## src/rtl/sram_port_pkg.sv

```systemverilog
package sram_port_pkg;

    typedef enum logic [2:0] {
        S_IDLE,
        S_RD_WAIT,
        S_RD_VALID,
        S_WRITE,
        S_BLOCKED
    } port_state_e;

endpackage

```

## src/rtl/sram_port_decode.sv

```systemverilog
module sram_port_decode #(
    parameter int BYTES = 2
) (
    input  logic             ce_n,
    input  logic             oe_n,
    input  logic             we_n,
    input  logic             ub_n,
    input  logic             lb_n,
    input  logic             busy_n,
    input  logic             xfer_inhibit,
    output logic             rd_q,
    output logic             wr_q,
    output logic             wr_end_ok,
    output logic [BYTES-1:0] be_n_vec
);

    // Qualified cycle types
    assign rd_q      = !ce_n && !oe_n && we_n && busy_n && !xfer_inhibit;
    assign wr_q      = !ce_n && !we_n && busy_n && !xfer_inhibit;
    // A write may close (and commit) only on a clean release edge
    assign wr_end_ok = (ce_n || we_n) && busy_n && !xfer_inhibit;

    generate
        if (BYTES == 1) begin : g_narrow
            assign be_n_vec = lb_n;
        end else begin : g_wide
            assign be_n_vec = {ub_n, lb_n};
        end
    endgenerate

endmodule

```

## src/rtl/sram_port_array.sv

```systemverilog
module sram_port_array #(
    parameter int ADDR_W = 6,
    parameter int DATA_W = 16
) (
    input  logic                clk,
    input  logic [ADDR_W-1:0]   wr_addr,
    input  logic [DATA_W-1:0]   wr_data,
    input  logic [DATA_W/8-1:0] bwe,
    input  logic [ADDR_W-1:0]   rd_addr,
    output logic [DATA_W-1:0]   rd_data
);

    localparam int BYTES = DATA_W / 8;
    localparam int DEPTH = 1 << ADDR_W;

    generate
        for (genvar b = 0; b < BYTES; b++) begin : g_lane
            logic [7:0] lane [DEPTH];
            always_ff @(posedge clk) begin
                if (bwe[b]) begin
                    lane[wr_addr] <= wr_data[b*8 +: 8];
                end
            end
            assign rd_data[b*8 +: 8] = lane[rd_addr];
        end
    endgenerate

endmodule

```

## src/rtl/sram_port_ctrl.sv

```systemverilog
module sram_port_ctrl
    import sram_port_pkg::*;
#(
    parameter int ADDR_W   = 6,
    parameter int DATA_W   = 16,
    parameter int READ_LAT = 2,
    parameter int WHZ_LAT  = 2
) (
    input  logic                clk,
    input  logic                rst_n,
    input  logic                ce_n,
    input  logic                oe_n,
    input  logic                we_n,
    input  logic                ub_n,
    input  logic                lb_n,
    input  logic                busy_n,
    input  logic                xfer_inhibit,
    input  logic [ADDR_W-1:0]   addr,
    input  logic [DATA_W-1:0]   din,
    output logic [DATA_W-1:0]   dout,
    output logic [DATA_W/8-1:0] dout_en
);

    localparam int BYTES = DATA_W / 8;
    localparam int MAXL  = (READ_LAT > WHZ_LAT) ? READ_LAT : WHZ_LAT;
    localparam int CNT_W = $clog2(MAXL + 1);
    localparam logic [CNT_W-1:0] RD_LOAD  = CNT_W'(READ_LAT - 1);
    localparam logic [CNT_W-1:0] WHZ_LOAD = CNT_W'(WHZ_LAT - 1);

    port_state_e       state, state_n;
    logic [CNT_W-1:0]  cnt, cnt_n;
    logic [ADDR_W-1:0] addr_lat;
    logic [ADDR_W-1:0] wr_addr;
    logic [DATA_W-1:0] wr_data;
    logic [BYTES-1:0]  wr_mask;
    logic [BYTES-1:0]  bwe;
    logic [DATA_W-1:0] rd_data;
    logic [DATA_W-1:0] dout_n;
    logic [BYTES-1:0]  en_n;
    logic              rd_q, wr_q, wr_end_ok;
    logic [BYTES-1:0]  be_n_vec;
    logic              addr_moved;

    sram_port_decode #(.BYTES(BYTES)) u_decode (
        .ce_n        (ce_n),
        .oe_n        (oe_n),
        .we_n        (we_n),
        .ub_n        (ub_n),
        .lb_n        (lb_n),
        .busy_n      (busy_n),
        .xfer_inhibit(xfer_inhibit),
        .rd_q        (rd_q),
        .wr_q        (wr_q),
        .wr_end_ok   (wr_end_ok),
        .be_n_vec    (be_n_vec)
    );

    sram_port_array #(.ADDR_W(ADDR_W), .DATA_W(DATA_W)) u_array (
        .clk    (clk),
        .wr_addr(wr_addr),
        .wr_data(wr_data),
        .bwe    (bwe),
        .rd_addr(addr_lat),
        .rd_data(rd_data)
    );

    assign addr_moved = (addr != addr_lat);
    assign bwe        = (state == S_WRITE && wr_end_ok) ? wr_mask : '0;

    // Next-state decision
    always_comb begin
        state_n = state;
        cnt_n   = cnt;
        unique case (state)
            S_IDLE, S_BLOCKED: begin
                if (xfer_inhibit)  state_n = S_BLOCKED;
                else if (wr_q)     begin state_n = S_WRITE;   cnt_n = WHZ_LOAD; end
                else if (rd_q)     begin state_n = S_RD_WAIT; cnt_n = RD_LOAD;  end
                else               state_n = S_IDLE;
            end
            S_RD_WAIT: begin
                if (xfer_inhibit)    state_n = S_BLOCKED;
                else if (wr_q)       begin state_n = S_WRITE; cnt_n = WHZ_LOAD; end
                else if (!rd_q)      state_n = S_IDLE;
                else if (addr_moved) cnt_n = RD_LOAD;
                else if (cnt == '0)  state_n = S_RD_VALID;
                else                 cnt_n = cnt - 1'b1;
            end
            S_RD_VALID: begin
                if (xfer_inhibit)    state_n = S_BLOCKED;
                else if (wr_q)       begin state_n = S_WRITE;   cnt_n = WHZ_LOAD; end
                else if (!rd_q)      state_n = S_IDLE;
                else if (addr_moved) begin state_n = S_RD_WAIT; cnt_n = RD_LOAD;  end
            end
            S_WRITE: begin
                if (xfer_inhibit) state_n = S_BLOCKED;
                else if (wr_q)    begin if (cnt != '0) cnt_n = cnt - 1'b1; end
                else if (rd_q)    begin state_n = S_RD_WAIT; cnt_n = RD_LOAD; end
                else              state_n = S_IDLE;
            end
        endcase
    end

    // State register and cycle latches
    always_ff @(posedge clk or negedge rst_n) begin
        if (!rst_n) begin
            state    <= S_IDLE;
            cnt      <= '0;
            addr_lat <= '0;
            wr_addr  <= '0;
            wr_data  <= '0;
            wr_mask  <= '0;
        end else begin
            state <= state_n;
            cnt   <= cnt_n;
            if (state_n == S_RD_WAIT) addr_lat <= addr;
            if (wr_q) begin
                wr_addr <= addr;
                wr_data <= din;
                wr_mask <= ~be_n_vec;
            end
        end
    end

    // Output decode
    always_comb begin
        en_n   = '0;
        dout_n = '0;
        unique case (state_n)
            S_RD_VALID: begin
                en_n = ~be_n_vec;
                for (int b = 0; b < BYTES; b++) begin
                    dout_n[b*8 +: 8] = en_n[b] ? rd_data[b*8 +: 8] : 8'h00;
                end
            end
            S_WRITE: begin
                if (!(state == S_WRITE && cnt == '0)) begin
                    en_n   = dout_en;
                    dout_n = dout;
                end
            end
            S_IDLE, S_RD_WAIT, S_BLOCKED: begin
                en_n   = '0;
                dout_n = '0;
            end
        endcase
    end

    always_ff @(posedge clk or negedge rst_n) begin
        if (!rst_n) begin
            dout    <= '0;
            dout_en <= '0;
        end else begin
            dout    <= dout_n;
            dout_en <= en_n;
        end
    end

    // Checks
    assert_rd_qualified_R1: assert property (@(posedge clk) disable iff (!rst_n)
        $rose(|dout_en) |-> $past(rd_q));

    assert_commit_after_write_R2: assert property (@(posedge clk) disable iff (!rst_n)
        (|bwe) |-> $past(wr_q));

    assert_byte_mask_R3: assert property (@(posedge clk) disable iff (!rst_n)
        (state == S_RD_VALID) |-> ((dout_en & $past(be_n_vec)) == '0));

    assert_hiz_after_write_R7: assert property (@(posedge clk) disable iff (!rst_n)
        (state == S_WRITE && cnt == '0) |=> (dout_en == '0));

    assert_inhibit_quiet_R8: assert property (@(posedge clk) disable iff (!rst_n)
        xfer_inhibit |=> (dout_en == '0));

    generate
        for (genvar b = 0; b < BYTES; b++) begin : g_idle_chk
            assert_idle_value_R9: assert property (@(posedge clk) disable iff (!rst_n)
                !dout_en[b] |-> (dout[b*8 +: 8] == 8'h00));
        end
    endgenerate

endmodule

```

## config.mk

```make
export PLATFORM = sky130hd
export DESIGN_NAME = sram_port_ctrl
export DESIGN_NICKNAME = d
export VERILOG_FILES = /design/src/rtl/sram_port_pkg.sv /design/src/rtl/sram_port_decode.sv /design/src/rtl/sram_port_array.sv /design/src/rtl/sram_port_ctrl.sv
export SDC_FILE = /design/constraint.sdc
export NUM_CORES = 1
export LEC_CHECK = 0
export ABC_AREA = 0
export CAP_MARGIN = 20
export CELL_PAD_IN_SITES_DETAIL_PLACEMENT = 1
export CELL_PAD_IN_SITES_GLOBAL_PLACEMENT = 2
export CORE_MARGIN = 5
export CORE_UTILIZATION = 54
export DETAILED_ROUTE_END_ITERATION = 7
export DONT_BUFFER_PORTS = 1
export PLACE_DENSITY_LB_ADDON = 0.1
export SLEW_MARGIN = 20
export SYNTH_ARGS = -nofsm -noshare
export SYNTH_HDL_FRONTEND = slang
export SYNTH_SLANG_ARGS = --single-unit
```

## constraint.sdc

```tcl
create_clock -name clk -period 4.1 [get_ports clk]
set_clock_uncertainty 0.15 [all_clocks]
set_input_delay 0.82 -clock clk [delete_from_list [all_inputs] [get_ports clk]]
set_output_delay 0.82 -clock clk [all_outputs]
set_load 0.01 [all_outputs]
```

==> impl_metrics.yaml, run 1 <==
run_status:
  status: "finished, final reports clean"
logic_synthesis:
  netlist_instances: 2074
  seq_area_frac_synth_pct: 76.5
  syn_area_per_cell_um2: 20.2
  synth-main-ff-cell: "edfxtp_1"
  synth-edff-count: 1024
  yosys_register_bits: 1077
  synth_nets: 2106
  synth_cell_types: 51
  yosysWarningCount: 0
  async_reset_ff_share_pct: 4.92
  netlist_area_mm2: 0.0419
floorplan:
  placeableCoreArea_mm2: 0.0772
  die_area_mm2: 0.0833
  start_util_pct: 54.3
  die_y_um: 289
  rows: 102
  fp.dieW_um: 289
  num_io_pins: 49
clocking:
  htreeDepth: 3
  post_cts_buffers: 0
  post_cts_resized: 0
  cts.sinks: 1077
  insertion_delay_ns: 0.67
  cts_inserted_buffers: 111
  clkTransAtPathRegs_ns: 0.06
  cts_root_buf: "clkbuf_16"
  clockBufferDepth: 3
  cts_tree: "built"
final_layout:
  final_cells: 3379
  final_layout_size_suffix_gt1_share_pct: 27.1
  multi_input_area_mm2: 0.00927
  finalNetCount: 2278
  area_growth_pct: 13.9
  antenna_cells: 0
  fill_cells: 6401
  seqCellArea_mm2: 0.0321
power_and_ir_drop:
  ir_worst_vdd_uv: 359
  powerDensity_mw_per_mm2: 561
  leakage_nw: 15.6
route:
  finalWirelength_um: 105000
  first_iter_violations: 2255
  drc_errors: 0
  ant_nets: 0
  detail_route.wl_per_cell_um: 31.2
  vias: 21100
  viasPerCell: 6.26
  drt_pass1_iterations: 5
sta:
  setup_ws_ns: 0.677
  hold_violations: 0
  whs_ns: 0.0426
  maxSlewHeadroom_pct: 27.2
  slew_violations: 0
  period_share_pct: 83.5
  worstMarginPinSlew_ns: 1.09
  setup_violations: 0
  rsz0062_at_grt: "false"
  max_freq_ghz: 0.292
  finalSetupTns_ns: 0
  layout_min_cycle_time_ns: 3.42
worst_setup_path:
  cp.arrival_ns: 3.57
  crit_fanout: 8
  endpoint_kind: "register"
  crit_required_ns: 4.25
  critical_path_class: "reg -> reg"
  critPathLaunchType: "register"
hold_path:
  hold_path.class: "in -> reg"
global_route:
  grt-ovfl-total: 0
  grt_max_degree: 67
  grt_pass1_vias: 22400
  antenna_found_initial: 2
  track_usage_pct: 25.7
  grt_pass1_wl_um: 155000
flow_run:
  drv_cap: 0
placement:
  pre_cts_ws_ns: 0.420
  placed_cells: 3171
  routabilityCongestion: 0.831
  portBuffers: 0
  dp_hpwl_um: 65900
-- metrics by stage --
| stage | power, mW | area [um2] | utilization (%) |
|---|---|---|---|
| 2_1_floorplan | 15.5 | 41900 | - |
| 3_3_place_gp | 16.9 | 44100 | 57.1 |
| 3_5_place_dp | 17.0 | 44100 | 57.1 |
| 4_1_cts | 27.0 | 47800 | 61.9 |
| 5_1_grt | 27.7 | 47800 | 61.9 |
| 6_report | 26.8 | 47800 | 61.9 |
-- Yosys cell counts (3+ instances only) --
library cell	count	area, um2
nand2b_1	9	56.3
mux2_2	17	191
mux4_2	247	5560
o211ai_1	5	37.5
clkbuf_1	40	150
a31oi_1	5	31.3
o21ai_0	43	215
or3_1	5	31.3
nand2_1	131	492
mux2i_1	80	801
xnor2_1	7	61.3
a22oi_1	17	128
nor3b_1	3	22.5
a211oi_1	3	22.5
a21oi_1	6	30.0
nor2b_1	10	62.6
o22ai_1	19	119
nor3_1	11	55.1
nand4_1	8	50.1
nor2_1	147	552
edfxtp_1	1024	30700
nand3_1	30	150
and3_1	4	25.0
nand3b_1	3	22.5
buf_4	12	90.1
buf_1	24	90.1
a221oi_1	24	210
dfrtp_1	53	1330
inv_1	7	26.3
o21a_1	5	37.5
o2111ai_1	4	35.0
o31ai_1	3	22.5
a21o_1	3	22.5
buf_2	41	205
-- critical path, cell delays in order (launching register included) --
cell	delay (ns)
dfrtp_1	0.45
nor3b_1	0.48
o2111a_1	0.47
and3_1	0.37
nand3_1	0.43
nor2_1	0.71
-- registers in the layout (all words and copies together) (netlist names) --
signal and flops:
cnt 2, wr_mask 2, wr_addr 6, state 3, wr_data 16, addr_lat 6, u_array.g_lane.lane 1024, dout_en 2
dout 16
-- worst paths after layout --
kind                         startpoint                            end  slack [ns]  cells after the start
max                            state[0]  u_array.g_lane[0].lane[56][3]        0.68                      5
min                        xfer_inhibit                       state[2]        0.04                      0
min reg2reg                  dout_en[0]                     dout_en[0]        0.43                      1
max in group asynchronous         rst_n                     wr_data[5]        2.90                      2
max reg2reg                    state[0]  u_array.g_lane[0].lane[56][3]        0.68                      5
min in group asynchronous         rst_n                    wr_data[12]        0.53                      2
-- where the power goes --
group	total [mW]	internal, mW	switching, mW
clock network	9.98	5.86	4.12
registers	13.1	12.6	0.515
logic	3.71	1.50	2.21
-- cell type report --
class | instances | area share, %
timing repair buffer | 178 | 3.00
clock inverter | 68 | 1.36
sequential | 1077 | 67.2
multi-input combinational | 871 | 19.4
inverter | 7 | 0.0550
clock buffer | 138 | 6.20
tap | 1040 | 2.72
-- cell families after synthesis --
group / count (synthesis) / share of synthesized area [%]
flops: 1077 / 76.5
simple gates: 375 / 3.92
mux: 344 / 15.6
compound gates: 144 / 2.36
buf+inv: 126 / 1.39
xor+xnor: 7 / 0.146
fa+ha+maj: 1 / 0.0298
-- placed cells by master, fill, tap and decap left out, drive strengths merged, types with 5 or more instances in the layout --
| cell type | n |
|---|---|
| clkinvlp | 5 |
| nor3 | 11 |
| xnor2 | 7 |
| clkinv | 49 |
| or3 | 5 |
| edfxtp | 1024 |
| a22oi | 17 |
| a31oi | 5 |
| bufinv | 12 |
| nor2b | 10 |
| nand2b | 9 |
| buf | 177 |
| a21oi | 6 |
| dfrtp | 53 |
| o21ai | 43 |
| o211ai | 5 |
| mux4 | 247 |
| nand2 | 131 |
| inv | 9 |
| o21a | 5 |
| mux2 | 17 |
| a221oi | 24 |
| nor2 | 147 |
| o22ai | 19 |
| clkbuf | 138 |
| nand4 | 8 |
| nand3 | 30 |
| mux2i | 80 |
-- layer usage --
layer / up-vias / GRT usage [%] / share of wire, %
li1: 8816 / - / -
met1: 11400 / 37.9 / 42
met2: 780 / 40.6 / 48
met3: 139 / 4.96 / 7.3
met4: 4 / 6.17 / 1.9
met5: - / 0 / 0.028
-- repair_timing --
item | in CTS | in global routing
endpoints found under the hold margin | 53 | 0
hold buffers | 2 | 0
setup endpoints to repair | 0 | 0
Power figures use the tool's default switching activity.
==> run 2, diff against run 1 <==
CORE_UTILIZATION = 45   (was 54)
clock period = 2.8 ns   (was 4.1 ns; I/O delays follow)
==> run 2 against run 1 <==
Compared with the run above: critical path depth up 3; worst hold slack better by 0.048 ns; combinational power rose by 64%; via count is 0.24% lower; sequential share of layout area fell by 2.1 points; setup slack lost 0.65 ns; wire length shrank 0.21%; final cell count grew 10%; critical endpoint is now dout[6]; largest power group unchanged; highest routed layer is now met4.
==> impl_metrics.yaml, run 2 (synthesis results as in run 1) <==
placement:
  dp_hpwl_um: 66500
  routabilityCongestion: 0.788
  portBuffers: 0
  placed_cells: 3485
  pre_cts_ws_ns: -0.0562
  placed_area_mm2: 0.0454
route:
  first_iter_violations: 1742
  finalWirelength_um: 105000
  viasPerCell: 5.66
  ant_nets: 0
  drt_pass1_iterations: 5
  drc_errors: 0
  vias: 21100
  detail_route.wl_per_cell_um: 28.2
sta:
  rsz0062_at_grt: "true"
  setup_ws_ns: 0.0319
  hold_violations: 0
  max_freq_ghz: 0.361
  slew_violations: 0
  period_share_pct: 98.9
  worstMarginPinSlew_ns: 0.904
  setup_violations: 0
  whs_ns: 0.0908
  layout_min_cycle_time_ns: 2.77
  maxSlewHeadroom_pct: 39.6
  finalSetupTns_ns: 0
final_layout:
  finalNetCount: 2405
  fin_util_pct: 53.0
  largest_reg_flops: 1024
  mostFrequentLayoutCells: "edfxtp_1 (1,024), mux4_2 (247), buf_4 (247)"
  reg_top3: "u_array.g_lane.lane (1024), dout (16), wr_data (16)"
  final_area_mm2: 0.0493
  final_cells: 3724
  layout_commonest_cell: "edfxtp_1"
  final_layout_size_suffix_gt1_share_pct: 29.8
  area_growth_pct: 17.5
  largest-register: "u_array.g_lane.lane"
run_status:
  status: "finished, final reports clean"
worst_setup_path:
  path_common_cell: "buf_12"
  critical_path_class: "reg -> reg"
  crit_chain: "buf_12 > buf_12 > buf_12 > mux4_2 > mux4_2 > nand2b_1 > nand3_1 > o21ai_0"
  cp.arrival_ns: 3.18
  path_buf_inv: 3
  crit_fanout: 25
  crit_required_ns: 3.21
  crit_family: "multiplexers"
  max_stage_delay_ns: 0.58
  critPathSlowestCell: "mux4_2"
  critPathLaunchType: "register"
  endpoint_kind: "register"
clocking:
  cts_root_buf: "clkbuf_16"
  clkTransAtPathRegs_ns: 0.06
  cts_tree: "built"
  cts.sinks: 1077
  cts_inserted_buffers: 113
  post_cts_buffers: 0
  clockBufferDepth: 3
  insertion_delay_ns: 0.68
  htreeDepth: 3
floorplan:
  die_area_mm2: 0.0994
  num_io_pins: 49
  rows: 112
  die_y_um: 315
  placeableCoreArea_mm2: 0.0929
  start_util_pct: 45.1
  fp.dieW_um: 315
global_route:
  grt_pass1_vias: 22600
  grt_pass1_wl_um: 155000
  grt-ovfl-total: 0
  grt_max_degree: 66
  antenna_found_initial: 2
  track_usage_pct: 21.4
power_and_ir_drop:
  p_total_mw: 39.4
  leakage_nw: 16.3
  ir_worst_vdd_uv: 497
  powerDensity_mw_per_mm2: 799
hold_path:
  hold_path.class: "in -> reg"
flow_run:
  drv_cap: 0
## run 2: cell types whose count changed in the layout (fill, tap and decap cells not counted), moves of 3 or more
cell	delta
buf_12	+18
buf_4	+77
buf_6	+3
bufinv_16	-5
clkbuf_1	+8
clkbuf_8	+7
dlygate4sd3_1	+25
nor2_1	-3
nor2_2	+3
## run 2: layer usage
layer | share of wire, % | vias to the layer above | track usage, %
met5 | 0 | - | 0
met4 | 2.1 | 0 | 5.42
met3 | 5.1 | 144 | 3.12
met2 | 47 | 518 | 33.4
met1 | 46 | 11400 | 32.0
li1 | - | 9075 | -
## run 2: final cells by class
type,instances,area [um2]
fill,8229,43600
multi-input combinational,871,9300
clock buffer,153,3100
inverter,7,26.3
tap,1254,1570
sequential,1077,32100
timing repair buffer,303,2700
clock inverter,58,459
antenna,1,2.50
## run 2: worst paths after layout
kind / from / endpoint / slack [ns] / cells after the start
setup / recovery: addr_lat[0] / dout[6] / 0.03 / 8
hold / removal: lb_n / dout_en[0] / 0.09 / 3
setup reg to reg: addr_lat[0] / dout[6] / 0.03 / 8
hold reg to reg: wr_mask[1] / wr_mask[1] / 0.38 / 2
max in group asynchronous: rst_n / addr_lat[2] / 1.90 / 2
min in group asynchronous: rst_n / wr_data[12] / 0.26 / 2
## run 2: repair_timing
item	in CTS	in global routing
hold buffers	27	0
resized for setup	1	15
pin swaps	0	1
endpoints found under the hold margin	85	0
setup endpoints to repair	3	141
## run 2: power breakdown
group          leakage (nW)  internal (mW)  switching (mW)
logic                  4.58           2.57            3.51
clock network          1.75           8.36            6.06
registers              9.97           18.4           0.465
total                  16.3           29.3            10.0
## run 2: worst reg2reg max path: cells and delay by family (launching register included)
| kind | cells | cell delay [ns] |
|---|---|---|
| AO/OA/AOI/OAI | 1 | 0.09 |
| multiplexers | 2 | 1.07 |
| buffers and inverters | 3 | 0.61 |
| flip-flops | 1 | 0.43 |
| AND/OR/NAND/NOR | 2 | 0.31 |
==> run 3, diff against run 2 <==
CORE_UTILIZATION = 46   (was 45)
SETUP_SLACK_MARGIN = 0.5   (was unset)
SYNTH_HIERARCHICAL = 1   (was unset)
==> run 3 against run 2 <==
Compared with the run above: via count up 3.7%; register-to-register slack worse by 0.03 ns; maximum frequency down 1.0%; combinational power up 19%; die area down 1.3%; sequential share of layout area down 2.8 points; setup slack worse by 0.028 ns; highest routed layer unchanged.
==> impl_metrics.yaml, run 3 <==
logic_synthesis:
  synth_nets: 2093
  syn_area_per_cell_um2: 20.5
  seq_area_frac_synth_pct: 75.9
  async_reset_ff_share_pct: 4.92
  netlist_area_mm2: 0.0423
  synth-main-ff-cell: "edfxtp_1"
  synth.top_cell.area_share_pct: 72.7
  netlist_instances: 2061
  synth-edff-count: 1024
  synthTopCellsByArea: "edfxtp_1 (73%), mux4_2 (12%), dfrtp_1 (3.1%)"
  synthTopCellsByCount: "edfxtp_1 (1,024), mux4_2 (220), nor2_1 (153), mux2i_1 (88), a22oi_1 (60)"
  yosysWarningCount: 6
  synth_cell_types: 60
  yosys_register_bits: 1077
  yosysMostFrequentCell: "edfxtp_1"
  yosysTopAreaCell: "edfxtp_1"
sta:
  worstMarginPinSlew_ns: 0.830
  rsz0062_at_grt: "true"
  max_freq_ghz: 0.358
  layout_min_cycle_time_ns: 2.80
  slew_violations: 0
  setup_violations: 0
  period_share_pct: 99.9
  hold_violations: 0
  maxSlewHeadroom_pct: 44.7
hold_path:
  hold_path.class: "in -> reg"
  whs_path_depth: 4
  hold_start: "busy_n"
  holdPathEnd: "state[0]"
floorplan:
  start_util_pct: 46.3
  fp.dieW_um: 313
  die_y_um: 313
  placeableCoreArea_mm2: 0.0914
  die_area_mm2: 0.0981
  num_io_pins: 49
  rows: 111
final_layout:
  largest-register: "u_array/g_lane.lane"
  area_growth_pct: 21.8
  layout_commonest_cell: "edfxtp_1"
  final_layout_size_suffix_gt1_share_pct: 38.4
  largest_reg_flops: 1024
  reg_top3: "u_array/g_lane.lane (1024), dout (16), wr_data (16)"
  mostFrequentLayoutCells: "edfxtp_1 (1,024), buf_4 (258), mux4_2 (221)"
  fill_cells: 7862
  finalNetCount: 2465
  final_cells: 3721
worst_setup_path:
  r2r_slack_ns: 0.004
  crit_chain: "buf_12 > buf_16 > mux4_2 > mux2i_2 > nor2_1 > a311oi_2 > nor4_1 > a22o_1"
  critical_path_class: "reg -> reg"
  critPathSlowestCell: "dfrtp_4"
  max_stage_delay_ns: 0.51
  crit_required_ns: 3.23
  cp.arrival_ns: 3.23
  path_buf_inv: 2
  r2r-end: "dout[0]"
  rr_worst_depth: 8
  crit_family: "compound AO/OA/AOI/OAI gates"
  crit_fanout: 41
  timing.rr.start: "addr_lat[2]"
  cp-startpoint: "addr_lat[2]"
  critPathLaunchType: "register"
  endpoint_kind: "register"
clocking:
  clkTransAtPathRegs_ns: 0.07
  cts_inserted_buffers: 111
  cts_root_buf: "clkbuf_16"
  htreeDepth: 3
  insertion_delay_ns: 0.70
  cts_tree: "built"
  clockBufferDepth: 3
  cts.sinks: 1077
power_and_ir_drop:
  p_total_mw: 41.1
  ir_worst_vdd_uv: 546
  leakage_nw: 16.7
  powerDensity_mw_per_mm2: 798
global_route:
  grt_pass1_wl_um: 169000
  grt_pass1_vias: 23500
  antenna_found_initial: 12
  grt_max_degree: 66
  track_usage_pct: 23.9
  grt-ovfl-total: 0
flow_run:
  drv_cap: 0
route:
  vias: 21900
  detail_route.wl_per_cell_um: 31.5
  first_iter_violations: 1759
  viasPerCell: 5.88
  drc_errors: 0
  drt_pass1_iterations: 5
  ant_nets: 0
  finalWirelength_um: 117000
run_status:
  status: "finished, final reports clean"
placement:
  portBuffers: 0
  dp_hpwl_um: 73400
  placed_cells: 3425
  routabilityCongestion: 0.834
run 3: worst max path at each step:
stage / endpoint / cells after the start
after global routing: dout[14] / 11
after detailed placement: dout[12] / 9
after global placement: dout[12] / 9
after floorplan: u_array/g_lane[0].lane[61][0] / 6
after CTS: dout[12] / 10
final: dout[0] / 8
run 3: layer usage:
| metal | part of all wire, % | track usage (%) | vias up |
|---|---|---|---|
| li1 | - | - | 9300 |
| met1 | 42 | 32.2 | 11800 |
| met2 | 49 | 39.4 | 603 |
| met3 | 6.4 | 5.98 | 186 |
| met4 | 2.8 | 6.50 | 0 |
| met5 | 0 | 0 | - |
run 3: cells by family after synthesis:
group	share of synthesized area [%]
multiplexers	15.1
AO/OA/AOI/OAI	3.28
XOR/XNOR	0.145
flip-flops	75.9
adder cells (fa/ha/maj)	0.0296
buffers and inverters	1.95
AND/OR/NAND/NOR	3.62
run 3: final cells by class:
| cell class | instances | area (um2) | area share, % |
|---|---|---|---|
| flip-flops and latches | 1077 | 32100 | 62.4 |
| multi-input cells | 847 | 10100 | 19.7 |
| repair buffers | 380 | 4040 | 7.84 |
| clock buffers | 141 | 2970 | 5.77 |
| well taps | 1186 | 1480 | 2.88 |
| clock inverters | 68 | 681 | 1.32 |
| inverters | 16 | 60.1 | 0.117 |
| diodes | 6 | 15.0 | 0.0292 |
run 3: timing repair:
action                                  in CTS  in global routing
gates cloned                                13                  0
endpoints found under the hold margin       86                  0
gates resized for setup                    120                 52
buffers inserted                            24                 14
pin swaps                                   32                 26
endpoints found under the setup margin     432                355
hold buffers                                30                  0
run 3: tightest hold or removal path: stages:
cell and delay (ns):
nand2b_4 0.07, nor3_2 0.09, a21oi_2 0.11, nor2_1 0.05
run 3: through the flow:
stage	setup WS, ns	util (%)	setup TNS [ns]	hold slack [ns]	cell area (um2)
after CTS	0.0384	56.0	0	0.0284	51200
after detailed placement	-0.305	50.4	-1.24	0.118	46100
final	0.00358	56.4	0	0.0860	51500
after floorplan	0.341	-	0	0.114	42500
after global placement	-0.335	50.4	-1.29	0.116	46100
after global routing	-0.0379	56.3	-0.120	0.0625	51500
run 3: where the power goes:
group	total (mW)	internal [mW]	switching [mW]
clock network	14.7	8.54	6.20
logic	7.20	3.20	4.00
registers	19.1	18.6	0.545
total	41.1	30.3	10.7
